[src/rtl/gpm_pkg.sv]
package gpm_pkg;

    // Pipeline geometry of the loop body
    localparam int STAGES      = 3;
    localparam int SLOT_CYCLES = 2;
    // Stage where o is captured and stage where it is last consumed
    localparam int STG_O_CAP   = 0;
    localparam int STG_O_USE   = STAGES - 1;
    localparam int O_LAT       = STG_O_USE - STG_O_CAP;
    localparam int L_LAT       = 1;

    typedef enum logic [2:0] {
        ST_FILL0_A  = 3'd0,
        ST_FILL0_B  = 3'd1,
        ST_FILL1_A  = 3'd2,
        ST_FILL1_B  = 3'd3,
        ST_STEADY_A = 3'd4,
        ST_STEADY_B = 3'd5
    } gpm_state_e;

    // Multiplier operand A sources
    typedef enum logic [1:0] {
        MA_K = 2'd0,
        MA_C = 2'd1,
        MA_O = 2'd2
    } mula_sel_e;

    // Multiplier operand B sources
    typedef enum logic [1:0] {
        MB_L   = 2'd0,
        MB_M   = 2'd1,
        MB_SEL = 2'd2
    } mulb_sel_e;

    typedef struct packed {
        mula_sel_e mula_sel;
        mulb_sel_e mulb_sel;
        logic      add_acc;   // 1: e + d, 0: b + l
        logic      en_ba;     // stage-0 product register
        logic      en_ac;     // stage-1 branch register
        logic      en_c;      // recurrence register
        logic      en_d;      // stage-2 product register
        logic      en_e;      // running sum
        logic      shift;     // advance delay chains
    } gpm_ctrl_t;

endpackage

[src/rtl/gpm_ctrl.sv]
module gpm_ctrl
    import gpm_pkg::*;
(
    input  logic       clk,
    input  logic       rst,
    input  logic       run_en,
    input  logic       g1_now,
    input  logic       g1_s1,
    output gpm_state_e state,
    output gpm_ctrl_t  ctl
);

    gpm_state_e state_nx;

    // State register
    always_ff @(posedge clk or posedge rst) begin
        if (rst) state <= ST_FILL0_A;
        else     state <= state_nx;
    end

    // Transitions
    always_comb begin
        state_nx = state;
        if (run_en) begin
            unique case (state)
                ST_FILL0_A:  state_nx = ST_FILL0_B;
                ST_FILL0_B:  state_nx = ST_FILL1_A;
                ST_FILL1_A:  state_nx = ST_FILL1_B;
                ST_FILL1_B:  state_nx = ST_STEADY_A;
                ST_STEADY_A: state_nx = ST_STEADY_B;
                ST_STEADY_B: state_nx = ST_STEADY_A;
                default:     state_nx = ST_FILL0_A;
            endcase
        end
    end

    // Control outputs
    always_comb begin
        ctl          = '0;
        ctl.mula_sel = MA_O;
        ctl.mulb_sel = MB_SEL;
        unique case (state)
            ST_FILL0_A: begin
                // stages 1 and 2 empty: no work in phase A
            end
            ST_FILL1_A: begin
                ctl.en_ac = run_en;
                ctl.en_c  = run_en & ~g1_s1;
            end
            ST_STEADY_A: begin
                ctl.en_ac = run_en;
                ctl.en_c  = run_en & ~g1_s1;
                ctl.en_d  = run_en;
            end
            ST_FILL0_B, ST_FILL1_B, ST_STEADY_B: begin
                ctl.mula_sel = g1_now ? MA_K : MA_C;
                ctl.mulb_sel = g1_now ? MB_L : MB_M;
                ctl.add_acc  = 1'b1;
                ctl.en_ba    = run_en;
                ctl.shift    = run_en;
                ctl.en_e     = run_en & (state == ST_STEADY_B);
            end
            default: begin
            end
        endcase
    end

endmodule

[src/rtl/gpm_shift_chain.sv]
module gpm_shift_chain #(
    parameter int W     = 16,
    parameter int DEPTH = 2
) (
    input  logic                      clk,
    input  logic                      rst,
    input  logic                      en,
    input  logic [W-1:0]              din,
    output logic [DEPTH-1:0][W-1:0]   taps
);

    generate
        if (DEPTH == 1) begin : g_single
            always_ff @(posedge clk or posedge rst) begin
                if (rst)     taps <= '0;
                else if (en) taps[0] <= din;
            end
        end else begin : g_serial
            always_ff @(posedge clk or posedge rst) begin
                if (rst) begin
                    taps <= '0;
                end else if (en) begin
                    taps[0] <= din;
                    for (int i = 1; i < DEPTH; i++) taps[i] <= taps[i-1];
                end
            end
        end
    endgenerate

endmodule

[src/rtl/gpm_opmux.sv]
module gpm_opmux #(
    parameter int W = 16,
    parameter int N = 3,
    localparam int SEL_W = (N > 1) ? $clog2(N) : 1
) (
    input  logic [N-1:0][W-1:0] din,
    input  logic [SEL_W-1:0]    sel,
    output logic [W-1:0]        dout
);

    always_comb begin
        dout = '0;
        for (int i = 0; i < N; i++) begin
            if (sel == SEL_W'(i)) dout = din[i];
        end
    end

endmodule

[src/rtl/gpm_datapath.sv]
module gpm_datapath
    import gpm_pkg::*;
#(
    parameter int DATA_W = 16
) (
    input  logic              clk,
    input  logic              rst,
    input  gpm_ctrl_t         ctl,
    input  logic [DATA_W-1:0] k_val,
    input  logic [DATA_W-1:0] l_val,
    input  logic [DATA_W-1:0] m_val,
    input  logic [DATA_W-1:0] o_val,
    output logic              g1_now,
    output logic              g1_s1,
    output logic [DATA_W-1:0] c_q,
    output logic [DATA_W-1:0] o_s1,
    output logic [DATA_W-1:0] acc_q
);

    logic [DATA_W-1:0] ba_q, ac_q, d_q;
    logic [DATA_W-1:0] o_s2, l_s1;
    logic [O_LAT-1:0][DATA_W-1:0] o_taps;
    logic [L_LAT-1:0][DATA_W-1:0] l_taps;
    logic [0:0][0:0]              g_taps;
    logic [DATA_W-1:0] mul_a, mul_b, prod, add_a, add_b, sum;

    assign g1_now = (o_val == DATA_W'(1));

    // Serial delay chains
    gpm_shift_chain #(.W(DATA_W), .DEPTH(O_LAT)) u_o_chain (
        .clk(clk), .rst(rst), .en(ctl.shift), .din(o_val), .taps(o_taps));
    gpm_shift_chain #(.W(DATA_W), .DEPTH(L_LAT)) u_l_chain (
        .clk(clk), .rst(rst), .en(ctl.shift), .din(l_val), .taps(l_taps));
    gpm_shift_chain #(.W(1), .DEPTH(1)) u_g_chain (
        .clk(clk), .rst(rst), .en(ctl.shift), .din(g1_now), .taps(g_taps));

    assign o_s1  = o_taps[0];
    assign o_s2  = o_taps[O_LAT-1];
    assign l_s1  = l_taps[L_LAT-1];
    assign g1_s1 = g_taps[0][0];

    // Shared multiplier with operand multiplexers
    gpm_opmux #(.W(DATA_W), .N(3)) u_mula (
        .din({o_s2, c_q, k_val}), .sel(ctl.mula_sel), .dout(mul_a));
    gpm_opmux #(.W(DATA_W), .N(3)) u_mulb (
        .din({ac_q, m_val, l_val}), .sel(ctl.mulb_sel), .dout(mul_b));
    assign prod = mul_a * mul_b;

    // Shared adder with operand multiplexers
    gpm_opmux #(.W(DATA_W), .N(2)) u_adda (
        .din({acc_q, ba_q}), .sel(ctl.add_acc), .dout(add_a));
    gpm_opmux #(.W(DATA_W), .N(2)) u_addb (
        .din({d_q, l_s1}), .sel(ctl.add_acc), .dout(add_b));
    assign sum = add_a + add_b;

    always_ff @(posedge clk or posedge rst) begin
        if (rst) begin
            ba_q  <= '0;
            ac_q  <= '0;
            c_q   <= '0;
            d_q   <= '0;
            acc_q <= '0;
        end else begin
            if (ctl.en_ba) ba_q  <= prod;
            if (ctl.en_ac) ac_q  <= g1_s1 ? ba_q : sum;
            if (ctl.en_c)  c_q   <= sum;
            if (ctl.en_d)  d_q   <= prod;
            if (ctl.en_e)  acc_q <= sum;
        end
    end

endmodule

[src/rtl/gpm_cell.sv]
module gpm_cell
    import gpm_pkg::*;
#(
    parameter int DATA_W = 16
) (
    input  logic                     clk,
    input  logic                     rst,
    input  logic                     run_en,
    input  logic signed [DATA_W-1:0] k_val,
    input  logic signed [DATA_W-1:0] l_val,
    input  logic signed [DATA_W-1:0] m_val,
    input  logic signed [DATA_W-1:0] o_val,
    output logic signed [DATA_W-1:0] acc_out
);

    gpm_state_e        state;
    gpm_ctrl_t         ctl;
    logic              g1_now, g1_s1;
    logic [DATA_W-1:0] c_q, o_s1, acc_q;

    gpm_ctrl u_ctrl (
        .clk(clk), .rst(rst), .run_en(run_en),
        .g1_now(g1_now), .g1_s1(g1_s1),
        .state(state), .ctl(ctl));

    gpm_datapath #(.DATA_W(DATA_W)) u_dp (
        .clk(clk), .rst(rst), .ctl(ctl),
        .k_val(k_val), .l_val(l_val), .m_val(m_val), .o_val(o_val),
        .g1_now(g1_now), .g1_s1(g1_s1), .c_q(c_q), .o_s1(o_s1),
        .acc_q(acc_q));

    assign acc_out = acc_q;

endmodule

[config.mk]
export PLATFORM = sky130hd
export DESIGN_NAME = gpm_cell
export DESIGN_NICKNAME = d
export VERILOG_FILES = /design/src/rtl/gpm_pkg.sv /design/src/rtl/gpm_ctrl.sv /design/src/rtl/gpm_shift_chain.sv /design/src/rtl/gpm_opmux.sv /design/src/rtl/gpm_datapath.sv /design/src/rtl/gpm_cell.sv
export SDC_FILE = /design/constraint.sdc
export NUM_CORES = 1
export LEC_CHECK = 0
export BUFFER_PORTS_ARGS = -buffer_cell sky130_fd_sc_hd__buf_2
export CAP_MARGIN = 15
export CELL_PAD_IN_SITES_DETAIL_PLACEMENT = 0
export CELL_PAD_IN_SITES_GLOBAL_PLACEMENT = 2
export CORE_ASPECT_RATIO = 0.75
export CORE_MARGIN = 8
export CORE_UTILIZATION = 42
export CTS_CLUSTER_DIAMETER = 150
export DETAILED_ROUTE_END_ITERATION = 7
export PLACE_DENSITY_LB_ADDON = 0.12
export SLEW_MARGIN = 10
export SYNTH_ARGS = -nofsm -noshare
export SYNTH_HDL_FRONTEND = slang
export SYNTH_SLANG_ARGS = --single-unit
[constraint.sdc]
create_clock -name clk -period 11.7 [get_ports clk]
set_clock_uncertainty 0.1 [all_clocks]
set_input_delay 0.585 -clock clk [delete_from_list [all_inputs] [get_ports clk]]
set_output_delay 0.585 -clock clk [all_outputs]
set_load 0.05 [all_outputs]
==> results by stage, run 1 <==
Clock tree:
- The number of clock buffers inserted by TritonCTS is 17.
- TritonCTS built the clock tree.
- Counting every sink on the clock net gives 132.
- The post-cts sizing count is 0.
- After clock tree synthesis, the clock-pin slew on the worst setup and hold paths is 0.06 ns.
- The source-to-sink clock delay at the later pin of the worst-skew pair is 0.43 ns.
- The clock root buffer master is clkbuf_16.
- In this run the number of H-tree levels came out at 4.
- For this design, the CTS-stage hold fixing added 0 buffers.
- Once the clock tree was built, the setup fixing pass inserted 0 buffers.
- The longest clock path from root to sink contains 2 buffers.

GRT:
- The first global-routing pass estimated 50.0 mm of wire.
- The maximum number of pins on one net before global-route repair is 71.
- The overall track demand over capacity in global routing is 0.216.
- The via count of the first global-routing pass is 8,452.
- After global routing the overflow that remains totals 0.
- The number of antenna violations at the first check in global routing is 1.

Detailed routing:
- In the routed design, unresolved DRC markers number 0.
- Summed over all layers, the routed wires come to 31.5 mm.
- The DRC marker count from the first detailed-route iteration is 520.
- The first detailed-routing pass ran for 5 iterations.
- Once detail routing completed, the nets flagged for antenna violations numbered 0.
- The total via count in the routed design is 8,085.
- In the final routed layout, each cell accounts on average for 20.2 um.
- After detailed routing, the number of vias per cell comes to 5.18.

Floorplan:
- The die boundary height is 153 um.
- The placeable core area is 0.0248 mm2.
- The floorplan step defined a die boundary enclosing 0.0304 mm2.
- The cell row count is 50.
- The starting density of the core is 0.425.
- The width of the die is 199 um.
- 83 I/O pins were placed.

Cells and area:
- The diode insertion count for antenna repair is 0.
- Of the cells placed in the final design, the portion with a size suffix greater than 1 is 0.192.
- The filler cell count is 2,494.
- The layout-stage area growth over the synthesis result is 12.8%.
- The multi-input combinational cells in the finished layout cover a total of 0.00655 mm2.
- The net count of the finished layout is 1,423.
- Summing all flip-flop and latch instances after layout gives 0.00330 mm2.

Min path:
- The class of the tightest hold or removal check is in2async.

Timing:
- The count of pins over their slew limit came to 0.
- Setup repair after global routing left no endpoint under its margin.
- The shortest period the worst path allows is 8.07 ns.
- The setup TNS is 0 ns.
- The headroom to the max-slew limit is 0.216.
- The tightest hold path in the finished design has a slack of 0.128 ns.
- At the pin with the least slew margin, the transition time is 1.17 ns.
- The count of final setup violators is 0.
- The count of final hold-check violations is 0.
- The portion of the clock cycle consumed by the worst path in the final layout is 0.690.
- Timing would allow up to 0.124 GHz.

Placement:
- Detailed placement ended at an HPWL of 24.5 mm.
- The final estimated routing congestion in global placement is 0.872.
- Input and output buffers added on the ports amount to 82.

Worst setup path:
- Of all nets on the critical path, the largest fanout is 29.
- At the worst endpoint, the required time is 11.88 ns.
- STA classifies the critical path startpoint as a primary input.
- The type of the worst setup path is in2reg.
- The signal arrival time at the worst endpoint is 8.25 ns.
- The cell seen most often among critical-path stages is fa_1.
- The endpoint type of the worst setup path is a register.
- For this run, the slowest stage of the critical path takes 0.71 ns.
- The slowest stage of the critical path is the or4_1 cell.

Yosys:
- The mean area per synthesized cell is 9.15 um2.
- The leading cell type by number of instances after synthesis is nand2_1.
- By area the synthesized netlist is led by dfrtp_1 31%, fa_1 15%, ha_1 7.6%.
- The number of flip-flops and latches in the synthesized netlist is 132.
- Counting flops with an async set or reset pin after synthesis yields a share of 1.00.
- The count of warnings emitted by yosys is 0.
- The number of enable-type register cells in the synthesized netlist is 0.
- The number of instances in the synthesized netlist is 1,150.
- The top-area cell type share of the netlist area is 0.314.
- The fraction of the yosys area taken by sequential cells is 0.314.
- Summed over all instances, the cell type with the most area after synthesis is dfrtp_1.
- The most used flip-flop cell after synthesis is dfrtp_1.
- The synthesized net count is 1,362.
- The number of different library cells used by synthesis comes to 53.
- The mapped cell area is 0.0105 mm2.
- Ranked by instance count, the synthesized netlist is headed by 209 x nand2_1, 132 x dfrtp_1, 132 x nor2_1, 128 x inv_1, 81 x fa_1.

Outcome:
- The run finished with clean final reports.

Job:
- The max capacitance violation total is 0.
==> state kept, by name (all words and copies together), names as in the netlist <==
signal,count
u_dp.ac_q,16
u_ctrl.state,3
u_dp.ba_q,16
u_dp.u_g_chain.taps,1
u_dp.u_l_chain.taps,16
u_dp.c_q,16
u_dp.u_o_chain.taps,32
u_dp.d_q,16
u_dp.acc_q,16
==> path summary, 6_finish.rpt <==
check                                 from                 endpoint  slack (ns)  cells past startpoint
min in group clk                 o_val[11]  u_dp.u_o_chain.taps[11]        0.29                      2
max in group asynchronous              rst   u_dp.u_l_chain.taps[2]       10.01                      3
hold reg to reg               u_dp.d_q[11]             u_dp.d_q[11]        0.38                      2
hold / removal                         rst          u_ctrl.state[2]        0.13                      2
setup / recovery                  o_val[1]            u_dp.ba_q[15]        3.63                     25
setup reg to reg           u_ctrl.state[1]            u_dp.ba_q[15]        4.06                     23
==> kinds of logic after synthesis <==
logic type                 count (synthesis)  share of synthesized area
adders and majority gates                145                      0.230
xor gates and xnor gates                  55                     0.0491
and+or+nand+nor                          415                      0.165
muxes                                     73                     0.0778
AOI/OAI and AO/OA                        151                     0.0979
buffers and inverters                    179                     0.0655
DFF                                      132                      0.314
==> layer usage <==
metal  GRT usage  vias to the layer above  part of all wire
met2       0.326                      180              0.44
met5           0                        -           0.00038
met3      0.0404                       37             0.045
met1       0.313                     4028              0.49
met4      0.0557                        2             0.018
li1            -                     3838                 -
==> placed cells by master (no fill, tap or decap), types with 4 or more instances in the layout <==
cell / n
o21ai_0: 57
a21oi_1: 28
inv_6: 4
nand2b_1: 11
or2_2: 17
o21ai_1: 7
o21bai_1: 11
clkinv_4: 4
o221ai_2: 6
nor3_1: 12
xnor2_1: 40
or3_1: 8
inv_1: 127
fa_1: 81
nor2_1: 132
o22a_1: 7
nor2b_1: 6
nand3_1: 4
o22ai_1: 9
nand2_1: 208
dfrtp_1: 132
xor2_1: 12
a21o_1: 6
o221a_2: 4
ha_1: 64
buf_2: 82
mux2_2: 70
clkbuf_16: 17
buf_4: 10
==> layout make-up <==
class                   instances  share of cell area
inverters                     128              0.0409
flip-flops and latches        132               0.278
multi-input cells             839               0.552
clock buffers                  18              0.0362
clock inverters                14              0.0151
well taps                     338              0.0356
repair buffers                 93              0.0422
==> worst max-delay path: cells and delay by family <==
family,cells,cell delay [ns]
compound gates,3,0.93
fa+ha+maj,6,2.84
xor+xnor,8,1.67
buf+inv,4,0.29
simple gates,4,1.90
==> stage by stage <==
step                      cell area, um2  setup WS, ns  std cells  utilization
after floorplan                    10500          4.00       1150            -
after detailed placement           11200          3.16       1529        0.454
after global placement             11200          3.33       1529        0.454
after CTS                          11900          3.62       1561        0.479
after global routing               11900          3.29       1562        0.479
final                              11900          3.63       1562        0.479
Power of run 1 is left out: the tool's default activity adds up to more than one toggle a clock period on the data nets, which glitch-free logic cannot reach.
==> run 2, diff against run 1 <==
--- a/config.mk
+++ b/config.mk
@@ -5,13 +5,14 @@
 export SDC_FILE = /design/constraint.sdc
 export NUM_CORES = 1
 export LEC_CHECK = 0
+export ABC_AREA = 1
 export BUFFER_PORTS_ARGS = -buffer_cell sky130_fd_sc_hd__buf_2
 export CAP_MARGIN = 15
 export CELL_PAD_IN_SITES_DETAIL_PLACEMENT = 0
 export CELL_PAD_IN_SITES_GLOBAL_PLACEMENT = 2
 export CORE_ASPECT_RATIO = 0.75
 export CORE_MARGIN = 8
-export CORE_UTILIZATION = 42
+export CORE_UTILIZATION = 36
 export CTS_CLUSTER_DIAMETER = 150
 export DETAILED_ROUTE_END_ITERATION = 7
 export PLACE_DENSITY_LB_ADDON = 0.12
==> constraint.sdc (replaced) <==
create_clock -name clk -period 8.3 [get_ports clk]
set_clock_uncertainty 0.1 [all_clocks]
set_input_delay 0.415 -clock clk [delete_from_list [all_inputs] [get_ports clk]]
set_output_delay 0.415 -clock clk [all_outputs]
set_load 0.05 [all_outputs]
==> run 2 against run 1 <==
Net effect: critical path depth rose by 1; clock-buffer cell count grew 1; via count increased by 17%; core utilization shrank 7.0 points; wire length increased by 17%; first-iteration DRC count is 38% higher; register-to-register slack got worse by 3.0 ns; die area up 20%; synthesized cell count up 29%; synthesized area up 4.3%; cell area rose by 3.7%.
==> results by stage, run 2 <==
Outcome:
- The run finished with clean final reports.

Yosys:
- The mean area per synthesized cell is 7.37 um2 (-19%).
- The number of instances in the synthesized netlist was 1,489 (+29%).
- The number of enable-type register cells in the synthesized netlist came to 0 (unchanged).
- Sorting the synthesized cells by how often they occur yields 479 x nand2_1, 249 x inv_1, 148 x nor2_1, 132 x dfrtp_1, 95 x o21ai_0.
- The parity-gate share of the synthesized area counting xor and xnor cells was 0.0208 (-0.0284).
- After synthesis, the largest family of logic cells by area is simple AND/OR/NAND/NOR gates.
- The fraction of the yosys area taken by sequential cells is 0.301 (-0.0129).
- Among all flip-flop cells after synthesis, the most frequent one is dfrtp_1.
- The most area-hungry cell type in the Yosys netlist is dfrtp_1.
- By area the synthesized netlist is led by dfrtp_1 30%, nand2_1 16%, fa_1 15%.
- The count of warnings emitted by yosys is 0 (unchanged).
- The post-synthesis share of cell area spent on full adders, half adders and majority gates is 0.221 (-0.00948).
- The mapped cell area is 0.0110 mm2 (+4.3%).
- The share of synthesized registers carrying an async set or reset came to 1.00 (unchanged).
- The simple-gate share of the synthesized area is 0.273 (+0.108).
- The synthesized net count came to 1,701 (+25%).
- The distinct cell type count of the synthesized netlist is 38 (-28%).
- The number of flip-flops and latches in the synthesized netlist is 132 (unchanged).
- By instance count, the leading cell after synthesis is nand2_1.
- The top-area cell type share of the netlist area is 0.301 (-0.0129).
- The proportion of synthesized area in mux cells is 0 (-0.0778).
- The synthesized-area fraction occupied by ao, oa, aoi and oai cells is 0.0786 (-0.0193).

GRT:
- The overall track demand over capacity in global routing is 0.205 (-0.0112).
- The via count of the first global-routing pass was 9,503 (+12%).
- The maximum number of pins on one net before global-route repair is 72 (+1.4%).
- The number of antenna violations at the first check in global routing is 0 (-1).
- The wire length of the first global-routing pass came to 56.9 mm (+14%).
- The total congestion overflow is 0 (unchanged).

Timing:
- The count of pins over their slew limit came to 0 (unchanged).
- The setup TNS is 0 ns (unchanged).
- The count of final hold-check violations was 0 (unchanged).
- Of the available clock period, the critical path in the final layout requires 0.868.
- The worst-margin pin slew is 1.07 ns (-0.0992 ns).
- The highest achievable clock rate is 0.139 GHz.
- The count of final setup violators is 0 (unchanged).
- Setup repair after global routing left no endpoint under its margin.
- The routed design could run at a clock period as short as 7.20 ns.
- The headroom to the max-slew limit is 0.287 (+0.0703).

Clock tree:
- The number of clock buffers inserted by TritonCTS is 17 (unchanged).
- The count of buffers added by post-CTS timing repair for setup came to 0 (unchanged).
- The clock root buffer master is clkbuf_16.
- The number of H-tree levels is 4 (unchanged).
- The source-to-sink clock delay at the later pin of the worst-skew pair was 0.43 ns (about the same).
- The post-cts sizing count was 0 (unchanged).
- The count of clock tree sinks came to 132 (unchanged).
- The clock slew seen by the registers of the worst setup and hold paths is 0.06 ns (about the same).
- The CTS tree is yes.
- The number of hold buffers added after cts is 1 (+1).
- The clock tree buffer depth is 2 (unchanged).

Detailed routing:
- The number of remaining DRC errors is 0 (unchanged).
- The count of antenna-violating nets left after detailed routing is 0 (unchanged).
- The routed via count divided by cell count came to 4.81 (-7.0%).
- The top metal layer carrying routed signals is met4.
- The detailed-router iteration count before antenna repair is 7 (+2).
- The length of routed met2 wiring came to 15.3 mm (+9.8%).
- The met1 layer wirelength in the final routing is 19.1 mm (+23%).
- The DRC marker count from the first detailed-route iteration was 716 (+38%).
- The wire length on met3 is 1.82 mm (+29%).
- The routed wirelength normalized by instance count is 18.7 um (-7.1%).
- The total detailed-routing wirelength is 36.8 mm (+17%).
- The total via count in the routed design is 9,470 (+17%).

Worst setup path:
- The signal arrival time at the worst endpoint is 7.42 ns (-0.83 ns).
- STA classifies the critical path endpoint as a register.
- The highest fanout seen on the critical path was 52 (+79%).
- The setup path with the least slack is of type reg2reg.
- The worst setup path is launched from a register.
- The required time of the critical path is 8.52 ns (-3.36 ns).

Floorplan:
- The starting density of the core came to 0.365 (-0.0598).
- The cell row count is 55 (+10%).
- The die boundary height was 167 um (+9.2%).
- The placeable core area came to 0.0301 mm2 (+21%).
- The width of the die is 218 um (+9.5%).
- The floorplan die area is 0.0364 mm2 (+20%).
- The count of pins on the block boundary came to 83 (unchanged).

Placement:
- The estimated wirelength of the detail-placed design was 29.5 mm (+20%).
- The final estimated routing congestion in global placement is 0.907 (+4.0%).
- The number of buffers inserted by port buffering was 82 (unchanged).

Job:
- The max capacitance violation total was 0 (unchanged).

Cells and area:
- In the layout the commonest cells are 479 x nand2_1, 248 x inv_1, 147 x nor2_1.
- The proportion of layout cells with a drive suffix above 1 is 0.0995 (-0.0925).
- The register name with the most flops is u_dp.u_o_chain.taps.
- Leaving out fill and tap cells, the most frequent cell in the layout is nand2_1.
- The filler cell count is 3,225 (+29%).
- Compared with the post-synthesis result, the final layout area differs by 12.2%.
- The diode insertion count for antenna repair is 0 (unchanged).
- The final net count is 1,767 (+24%).
- The number of flip-flops in the largest register is 32 (unchanged).

Min path:
- The min-delay analysis places its worst path in the category in2reg.
[run 2: area by class of cell]
class	count	area (um2)	share of cell area
Clock inverter	13	101	0.00823
Multi-Input combinational cell	1057	6520	0.529
Inverter	256	966	0.0785
Clock buffer	19	443	0.0360
Tap cell	399	499	0.0405
Sequential cell	132	3300	0.268
Timing Repair Buffer	91	480	0.0390
[run 2: cell families after synthesis]
kind of cell | after synthesis
buffers and inverters | 300
AO/OA/AOI/OAI | 155
AND/OR/NAND/NOR | 731
adder cells (fa/ha/maj) | 145
flip-flops | 132
XOR/XNOR | 26
[run 2: stage by stage]
stage                     area (um2)  setup slack [ns]  hold WS, ns  std cells   util
after global placement         11800             0.812        0.354       1934  0.391
after floorplan                11000              2.19        0.342       1489      -
after CTS                      12300              1.16       0.0871       1967  0.409
after detailed placement       11800             0.749        0.359       1934  0.391
after global routing           12300             0.751        0.101       1967  0.409
final                          12300              1.10       0.0975       1967  0.409
[run 2: layer usage]
metal  GRT usage  up-vias
met1       0.311     4531
met4      0.0458        0
met2       0.299      230
met3      0.0340       26
met5           0        -
li1            -     4683
[run 2: critical path, stage by stage, from the launching register on]
cell and delay (ns):
dfrtp_1 0.39, nand2_1 0.09, nand2_2 0.08, buf_4 0.50, nor2_2 0.23, nand2_1 0.11, nand3_1 0.61, inv_1 0.41
nand2_1 0.13, fa_1 0.44, inv_1 0.08, fa_1 0.42, inv_1 0.10, fa_1 0.41, fa_1 0.52, fa_1 0.43
fa_1 0.54, inv_1 0.07, ha_1 0.32, nand2_1 0.11, nor3_1 0.06, nand2_1 0.06, o211ai_1 0.07, a31oi_1 0.43
nand3_1 0.17, nand3_1 0.11, nand2_1 0.07
[run 2: worst paths after layout]
check                                              from                      end  slack, ns  depth (start not counted)
worst min-delay path                           o_val[7]   u_dp.u_o_chain.taps[7]        0.1                          3
min in group asynchronous                           rst              u_dp.d_q[2]       0.49                          3
worst max-delay path                    u_ctrl.state[2]            u_dp.ba_q[15]       1.10                         26
worst min register to register  u_dp.u_o_chain.taps[11]  u_dp.u_o_chain.taps[11]       0.37                          2
max in group asynchronous                           rst            u_dp.ba_q[11]       6.18                          4
worst max register to register          u_ctrl.state[2]            u_dp.ba_q[15]       1.10                         26
Power of run 2 is left out for the same reason.
